==> src/rtl/eirq_pkg.sv <==
package eirq_pkg;

  localparam int FIELD_W        = 3;
  localparam int FIELD_STRIDE   = 4;
  localparam int LINES_PER_WORD = 16;
  localparam int LINES_PER_FLD  = 2;
  localparam int GROUPS         = 4;

  typedef enum logic [2:0] {
    TRIG_LOW  = 3'b000,
    TRIG_HIGH = 3'b001,
    TRIG_FALL = 3'b010,
    TRIG_RISE = 3'b100,
    TRIG_BOTH = 3'b110,
    TRIG_OFF  = 3'b111
  } trig_e;

  // Bit offset of a line's trigger field inside its configuration word.
  function automatic int field_lsb(input int line);
    return ((line % LINES_PER_WORD) / LINES_PER_FLD) * FIELD_STRIDE;
  endfunction

  // Writable bits of a configuration word holding nf fields.
  function automatic logic [31:0] field_mask(input int nf);
    logic [31:0] m;
    m = '0;
    for (int f = 0; f < nf; f++) m |= 32'((1 << FIELD_W) - 1) << (f * FIELD_STRIDE);
    return m;
  endfunction

  // First line of group g; g == GROUPS gives the line count.
  function automatic int grp_bound(input int g);
    case (g)
      0:       return 0;
      1:       return 4;
      2:       return 12;
      3:       return 20;
      default: return 28;
    endcase
  endfunction

  // Trigger condition from the current and previous synchronised sample.
  function automatic logic trig_hit(input logic [2:0] code, input logic cur, input logic prev);
    case (code)
      TRIG_LOW:  return !cur;
      TRIG_HIGH: return cur;
      TRIG_FALL: return prev && !cur;
      TRIG_RISE: return !prev && cur;
      TRIG_BOTH: return prev ^ cur;
      default:   return 1'b0;
    endcase
  endfunction

endpackage

==> src/rtl/eirq_sync.sv <==
module eirq_sync #(
  parameter int W      = 28,
  parameter int STAGES = 2
) (
  input  logic         clk,
  input  logic         rst_n,
  input  logic [W-1:0] d_async,
  output logic [W-1:0] q_sync
);

  logic [STAGES-1:0][W-1:0] stg_q;

  always_ff @(posedge clk or negedge rst_n) begin
    if (!rst_n) stg_q <= '0;
    else        stg_q <= {stg_q[STAGES-2:0], d_async};
  end

  assign q_sync = stg_q[STAGES-1];


  sync_shift_chk: assert property (@(posedge clk) disable iff (!rst_n)
    !$stable(q_sync) |-> q_sync == $past(stg_q[STAGES-2]));

endmodule

==> src/rtl/eirq_detect.sv <==
module eirq_detect
  import eirq_pkg::*;
#(
  parameter int W = 28
) (
  input  logic                      clk,
  input  logic                      rst_n,
  input  logic [W-1:0]              samp,
  input  logic [W-1:0][FIELD_W-1:0] code,
  output logic [W-1:0]              hit
);

  logic [W-1:0] prev_q;

  always_ff @(posedge clk or negedge rst_n) begin
    if (!rst_n) prev_q <= '0;
    else        prev_q <= samp;
  end

  for (genvar i = 0; i < W; i++) begin : g_line
    assign hit[i] = trig_hit(code[i], samp[i], prev_q[i]);
  end

endmodule

==> src/rtl/ext_irq_grouper.sv <==
module ext_irq_grouper
  import eirq_pkg::*;
#(
  parameter int NUM_LINES   = 28,
  parameter int DATA_W      = 32,
  parameter int SYNC_STAGES = 2
) (
  input  logic                 clk,
  input  logic                 rst_n,
  input  logic [NUM_LINES-1:0] irq_pin,
  input  logic                 bus_we,
  input  logic [1:0]           bus_addr,
  input  logic [DATA_W-1:0]    bus_wdata,
  output logic [DATA_W-1:0]    bus_rdata,
  output logic [GROUPS-1:0]    grp_irq
);

  localparam int W1_LINES = NUM_LINES - LINES_PER_WORD;
  localparam int W0_FLDS  = LINES_PER_WORD / LINES_PER_FLD;
  localparam int W1_FLDS  = (W1_LINES + LINES_PER_FLD - 1) / LINES_PER_FLD;
  localparam logic [DATA_W-1:0] W0_MASK = DATA_W'(field_mask(W0_FLDS));
  localparam logic [DATA_W-1:0] W1_MASK = DATA_W'(field_mask(W1_FLDS));
  localparam int PAD_W = DATA_W - NUM_LINES;

  localparam logic [1:0] A_TRIG0 = 2'd0;
  localparam logic [1:0] A_TRIG1 = 2'd1;
  localparam logic [1:0] A_MASK  = 2'd2;
  localparam logic [1:0] A_PEND  = 2'd3;

  logic [DATA_W-1:0]    trig0_q, trig1_q;
  logic [NUM_LINES-1:0] mask_q, pend_q;
  logic [NUM_LINES-1:0] samp, hit, live;
  logic [NUM_LINES-1:0][FIELD_W-1:0] line_code;
  logic                 wr_trig0, wr_trig1, wr_mask, wr_pend;
  logic [NUM_LINES-1:0] clr_vec;

  eirq_sync #(.W(NUM_LINES), .STAGES(SYNC_STAGES)) u_sync (
    .clk(clk), .rst_n(rst_n), .d_async(irq_pin), .q_sync(samp)
  );

  eirq_detect #(.W(NUM_LINES)) u_detect (
    .clk(clk), .rst_n(rst_n), .samp(samp), .code(line_code), .hit(hit)
  );

  // Field selection: two adjacent lines read the same field.
  for (genvar i = 0; i < NUM_LINES; i++) begin : g_code
    localparam int LSB = field_lsb(i);
    if (i < LINES_PER_WORD) begin : g_w0
      assign line_code[i] = trig0_q[LSB +: FIELD_W];
    end else begin : g_w1
      assign line_code[i] = trig1_q[LSB +: FIELD_W];
    end
  end

  assign wr_trig0 = bus_we && (bus_addr == A_TRIG0);
  assign wr_trig1 = bus_we && (bus_addr == A_TRIG1);
  assign wr_mask  = bus_we && (bus_addr == A_MASK);
  assign wr_pend  = bus_we && (bus_addr == A_PEND);
  assign clr_vec  = wr_pend ? bus_wdata[NUM_LINES-1:0] : '0;

  always_ff @(posedge clk or negedge rst_n) begin
    if (!rst_n) begin
      trig0_q <= W0_MASK;
      trig1_q <= W1_MASK;
      mask_q  <= '1;
      pend_q  <= '0;
    end else begin
      if (wr_trig0) trig0_q <= bus_wdata & W0_MASK;
      if (wr_trig1) trig1_q <= bus_wdata & W1_MASK;
      if (wr_mask)  mask_q  <= bus_wdata[NUM_LINES-1:0];
      pend_q <= (pend_q & ~clr_vec) | hit;   // detection beats clear
    end
  end

  always_comb begin
    case (bus_addr)
      A_TRIG0: bus_rdata = trig0_q;
      A_TRIG1: bus_rdata = trig1_q;
      A_MASK:  bus_rdata = {{PAD_W{1'b0}}, mask_q};
      default: bus_rdata = {{PAD_W{1'b0}}, pend_q};
    endcase
  end

  assign live = pend_q & ~mask_q;

  for (genvar g = 0; g < GROUPS; g++) begin : g_grp
    localparam int LO = grp_bound(g);
    localparam int HI = grp_bound(g + 1) - 1;
    assign grp_irq[g] = |live[HI:LO];
  end


  w1c_clear_chk: assert property (@(posedge clk) disable iff (!rst_n)
    (wr_pend && hit == '0) |=> (pend_q & $past(bus_wdata[NUM_LINES-1:0])) == '0);


  pend_needs_hit_chk: assert property (@(posedge clk) disable iff (!rst_n)
    1'b1 |=> (pend_q & ~$past(pend_q) & ~$past(hit)) == '0);


  all_masked_quiet_chk: assert property (@(posedge clk) disable iff (!rst_n)
    (&mask_q) |-> grp_irq == '0);


  idle_groups_chk: assert property (@(posedge clk) disable iff (!rst_n)
    (pend_q == '0) |-> grp_irq == '0);

  for (genvar i = 0; i < NUM_LINES; i++) begin : g_lvl_chk

    level_high_sets_chk: assert property (@(posedge clk) disable iff (!rst_n)
      (line_code[i] == TRIG_HIGH && samp[i]) |=> pend_q[i]);
  end

endmodule

==> config.mk <==
export PLATFORM = sky130hd
export DESIGN_NAME = ext_irq_grouper
export DESIGN_NICKNAME = d
export VERILOG_FILES = /design/src/rtl/eirq_pkg.sv /design/src/rtl/eirq_sync.sv /design/src/rtl/eirq_detect.sv /design/src/rtl/ext_irq_grouper.sv
export SDC_FILE = /design/constraint.sdc
export NUM_CORES = 1
export LEC_CHECK = 0
export ABC_CLOCK_PERIOD_IN_PS = 5140
export BUFFER_PORTS_ARGS = -buffer_cell sky130_fd_sc_hd__buf_2
export CORE_AREA = 2 2 128 130
export DETAILED_ROUTE_END_ITERATION = 12
export DIE_AREA = 0 0 130 132
export GPL_ROUTABILITY_DRIVEN = 1
export PLACE_DENSITY = 0.78
export SYNTH_ARGS = -nofsm -noshare
export SYNTH_HDL_FRONTEND = slang
export SYNTH_SLANG_ARGS = --single-unit
==> constraint.sdc <==
create_clock -name clk -period 5.14 [get_ports clk]
set_clock_uncertainty 0.15 [all_clocks]
set_input_delay 1.028 -clock clk [delete_from_list [all_inputs] [get_ports clk]]
set_output_delay 1.028 -clock clk [all_outputs]
set_load 0.005 [all_outputs]
==> metrics.csv <==
stage,metric,value,unit
power,ir_drop,254,uV
placed_design,port-buffer-count,98,
worst_setup_path,cp_slowest_cell,buf_2,
clock_network,h-tree-depth,4,
synthesis,synth_cell_type_count,45,
route,dr.first_iter.drc_count,485,
sta,hold_violations,0,
global_route,antenna_found_initial,1,
route,ant_nets,0,
clock_network,postCtsSetupRepairBufs,0,
worst_setup_path,critPathArrivalTime,2.47,ns
sta,worstMarginPinSlew,1.06,ns
route,vias,6050,
cells_and_area,final_layout_size_suffix_gt1_share,35.7,%
synthesis,synth_adder_area_share,7.63,%
synthesis,synthMuxAreaShare,16.5,%
power,powerDensity,384,nW/um2
worst_setup_path,cp_slowest_stage_delay,0.63,ns
route,first_pass_iters,5,
min_path,min_path_cells,0,
global_route,grt_first_pass_wirelength,33.3,mm
cells_and_area,final_cell_area,10300,um2
placed_design,placed_area,9740,um2
route,routedWlPerCell,19.4,um
clock_network,cts_tree,yes,
synthesis,syn_inst,726,
worst_setup_path,reg2regPathDepth,5,
synthesis,syn_avg_cell_area,12.6,um2
synthesis,synth-seq-area-share,50.6,%
sta,final.period_utilization,71.1,%
placed_design,dpl.hpwl,13.4,mm
worst_setup_path,cp-start-kind,input port,
worst_setup_path,ff2ff_setup_slack,3.46,ns
floorplanning,die-area,17200,um2
min_path,min_from,u_sync.stg_q[0],
sta,tns,0,ns
clock_network,cts_made_buffers,17,
synthesis,syn-num-nets,847,
synthesis,netlist_area,9180,um2
power,total_power,0.00396,W
worst_setup_path,cp_cell_sequence,"buf_2, buf_4, mux4_2, buf_2",
min_path,min_to,u_sync.q_sync[0],
floorplanning,die_y,132,um
sta,rsz0062_at_grt,false,
floorplanning,fp.dieW,130,um
clock_network,holdBufCountCts,0,
clock_network,cts_sinks,182,
min_path,min_path_type,reg -> reg,
clock_network,clkLatencyLatePin,0.44,ns
clock_network,path_clk_slew,0.07,ns
cells_and_area,multi_input_area,3950,um2
worst_setup_path,cp.required,3.96,ns
route,vias_per_cell,5.84,
cells_and_area,final_common_cell,dfrtp_1,
sta,slew_headroom,29.4,%
synthesis,synthXorXnorAreaFrac,0,%
sta,setup_violations,0,
floorplanning,rows,46,
route,drc,0,
worst_setup_path,cpMostUsedCell,buf_2,
cells_and_area,fin_nets,927,
run_status,status,"finished, final reports clean",
clock_network,post_cts_resized,0,
cells_and_area,fillers,1156,
cells_and_area,area.sequential,4640,um2
global_route,grt_pass1_vias,6503,
cells_and_area,most-common-layout-cells,"dfrtp_1 (112), buf_2 (97), inv_1 (86)",
global_route,groute.usage.overall,24.9,%
worst_setup_path,end_kind,output pin,
sta,slew_viol_final,0,
worst_setup_path,path_class,in -> out,
placed_design,place_congestion,0.833,
power,power.leakage,4.86,nW
clock_network,cts_buffer_depth,2,
clock_network,cts_root_buf,clkbuf_16,
synthesis,synth_top_family_by_area,multiplexers,
floorplanning,core_area,15700,um2
worst_setup_path,crit_fanout,33,
synthesis,synthSimpleGateAreaFrac,8.27,%
synthesis,synth_warnings,0,
route,wl,20.1,mm
global_route,grt_max_degree,113,
job,maxCapViolCount,0,
sta,fmax,274,MHz
sta,fin_crit,3.65,ns
global_route,overflow,0,
worst_setup_path,rr_endpoint,pend_q[18],
floorplanning,start_util,58.4,%
cells_and_area,syn2layout_area_growth,12.5,%
synthesis,ys_ff_latch,182,
synthesis,synth-compound-area-share,10.6,%
floorplanning,io_pins,101,
worst_setup_path,r2r-start,u_sync.q_sync[18],
## power by group
group | leakage [nW] | switching [W] | internal [W]
sequential | 1.98 | 0.000248 | 0.00170
combinational | 2.60 | 0.000303 | 0.000409
clock | 0.278 | 0.000545 | 0.000757
total | 4.86 | 0.00110 | 0.00287
## worst max path at each step
stage / from / slack (ns) / to
global route: bus_addr[1] / 1.44 / bus_rdata[22]
floorplan: bus_addr[0] / 2.01 / bus_rdata[13]
detailed placement: bus_addr[1] / 1.51 / bus_rdata[22]
finish: bus_addr[1] / 1.49 / bus_rdata[22]
CTS: bus_addr[1] / 1.51 / bus_rdata[22]
global placement: bus_addr[1] / 1.52 / bus_rdata[22]
## kinds of logic after synthesis
logic type	Yosys count
buffers and inverters	129
AO/OA/AOI/OAI	131
multiplexers	105
AND/OR/NAND/NOR	122
flip-flops	182
adder cells (fa/ha/maj)	56
other	1
## flip-flops by register name, indices dropped and copies added (netlist names)
signal,count
trig1_q,18
u_detect.prev_q,28
u_sync.stg_q,28
trig0_q,24
pend_q,28
u_sync.q_sync,28
mask_q,28
## critical path, delay by kind of cell
kind                   cells  cell delay, ns
buffers and inverters      3            1.10
multiplexers               1            0.33
## synthesized netlist by cell type
cell | instances | share of area, %
nand3_1 | 9 | 0.49
a21oi_1 | 36 | 2.0
nand3b_1 | 16 | 1.3
nor2_1 | 27 | 1.1
a22oi_1 | 1 | 0.082
buf_1 | 3 | 0.12
nor3b_1 | 14 | 1.1
conb_1 | 1 | 0.041
nand2b_1 | 20 | 1.4
buf_6 | 5 | 0.61
mux4_2 | 18 | 4.4
o2bb2ai_1 | 20 | 1.9
nor4bb_1 | 6 | 0.65
buf_2 | 7 | 0.38
a222oi_1 | 2 | 0.22
dfrtp_1 | 112 | 31
and3_1 | 1 | 0.068
a21boi_0 | 2 | 0.16
a221o_1 | 3 | 0.33
nand4_1 | 8 | 0.55
o311ai_1 | 1 | 0.095
nand2_1 | 3 | 0.12
mux2_4 | 40 | 6.5
and2_4 | 1 | 0.095
nor2_2 | 1 | 0.068
and3b_1 | 1 | 0.095
dfstp_2 | 70 | 20
a221oi_1 | 6 | 0.57
nor2b_1 | 8 | 0.55
nand3b_4 | 1 | 0.22
ha_1 | 56 | 7.6
clkbuf_2 | 1 | 0.054
o221ai_1 | 1 | 0.095
or4_1 | 3 | 0.25
buf_4 | 6 | 0.49
clkbuf_1 | 18 | 0.74
o21ai_0 | 3 | 0.16
o311ai_0 | 7 | 0.67
o22ai_1 | 12 | 0.82
and2_1 | 3 | 0.20
mux2_2 | 30 | 3.7
a211o_1 | 37 | 3.5
inv_1 | 86 | 3.5
buf_8 | 3 | 0.49
mux2i_1 | 17 | 1.9
## stage by stage
| stage | hold WS (ns) | utilization [%] | std cells | setup slack (ns) |
|---|---|---|---|---|
| finish | 0.196 | 65.7 | 1036 | 1.49 |
| global route | 0.203 | 65.7 | 1036 | 1.44 |
| CTS | 0.200 | 65.7 | 1035 | 1.51 |
| global placement | 0.183 | 62.0 | 1003 | 1.52 |
| floorplan | 0.181 | - | 726 | 2.01 |
| detailed placement | 0.185 | 62.0 | 1003 | 1.51 |
## cell type report
cell class                      instances  area share (%)
Inverter                               86            3.13
Clock inverter                          7           0.945
Timing Repair Buffer                  104            5.37
Clock buffer                           25            4.70
Tap cell                              216            2.62
Multi-Input combinational cell        415            38.3
Antenna cell                            1          0.0242
Sequential cell                       182            45.0
## per-layer routing
metal  vias to the layer above  track usage (%)  wire length (um)
li1                       2735                -                 -
met1                      3106             32.5              8570
met2                       175             40.3             10100
met3                        34             6.21               980
met4                         0             9.38               383
met5                         -                0                 0
No activity file was read; power rests on OpenSTA's default activity.
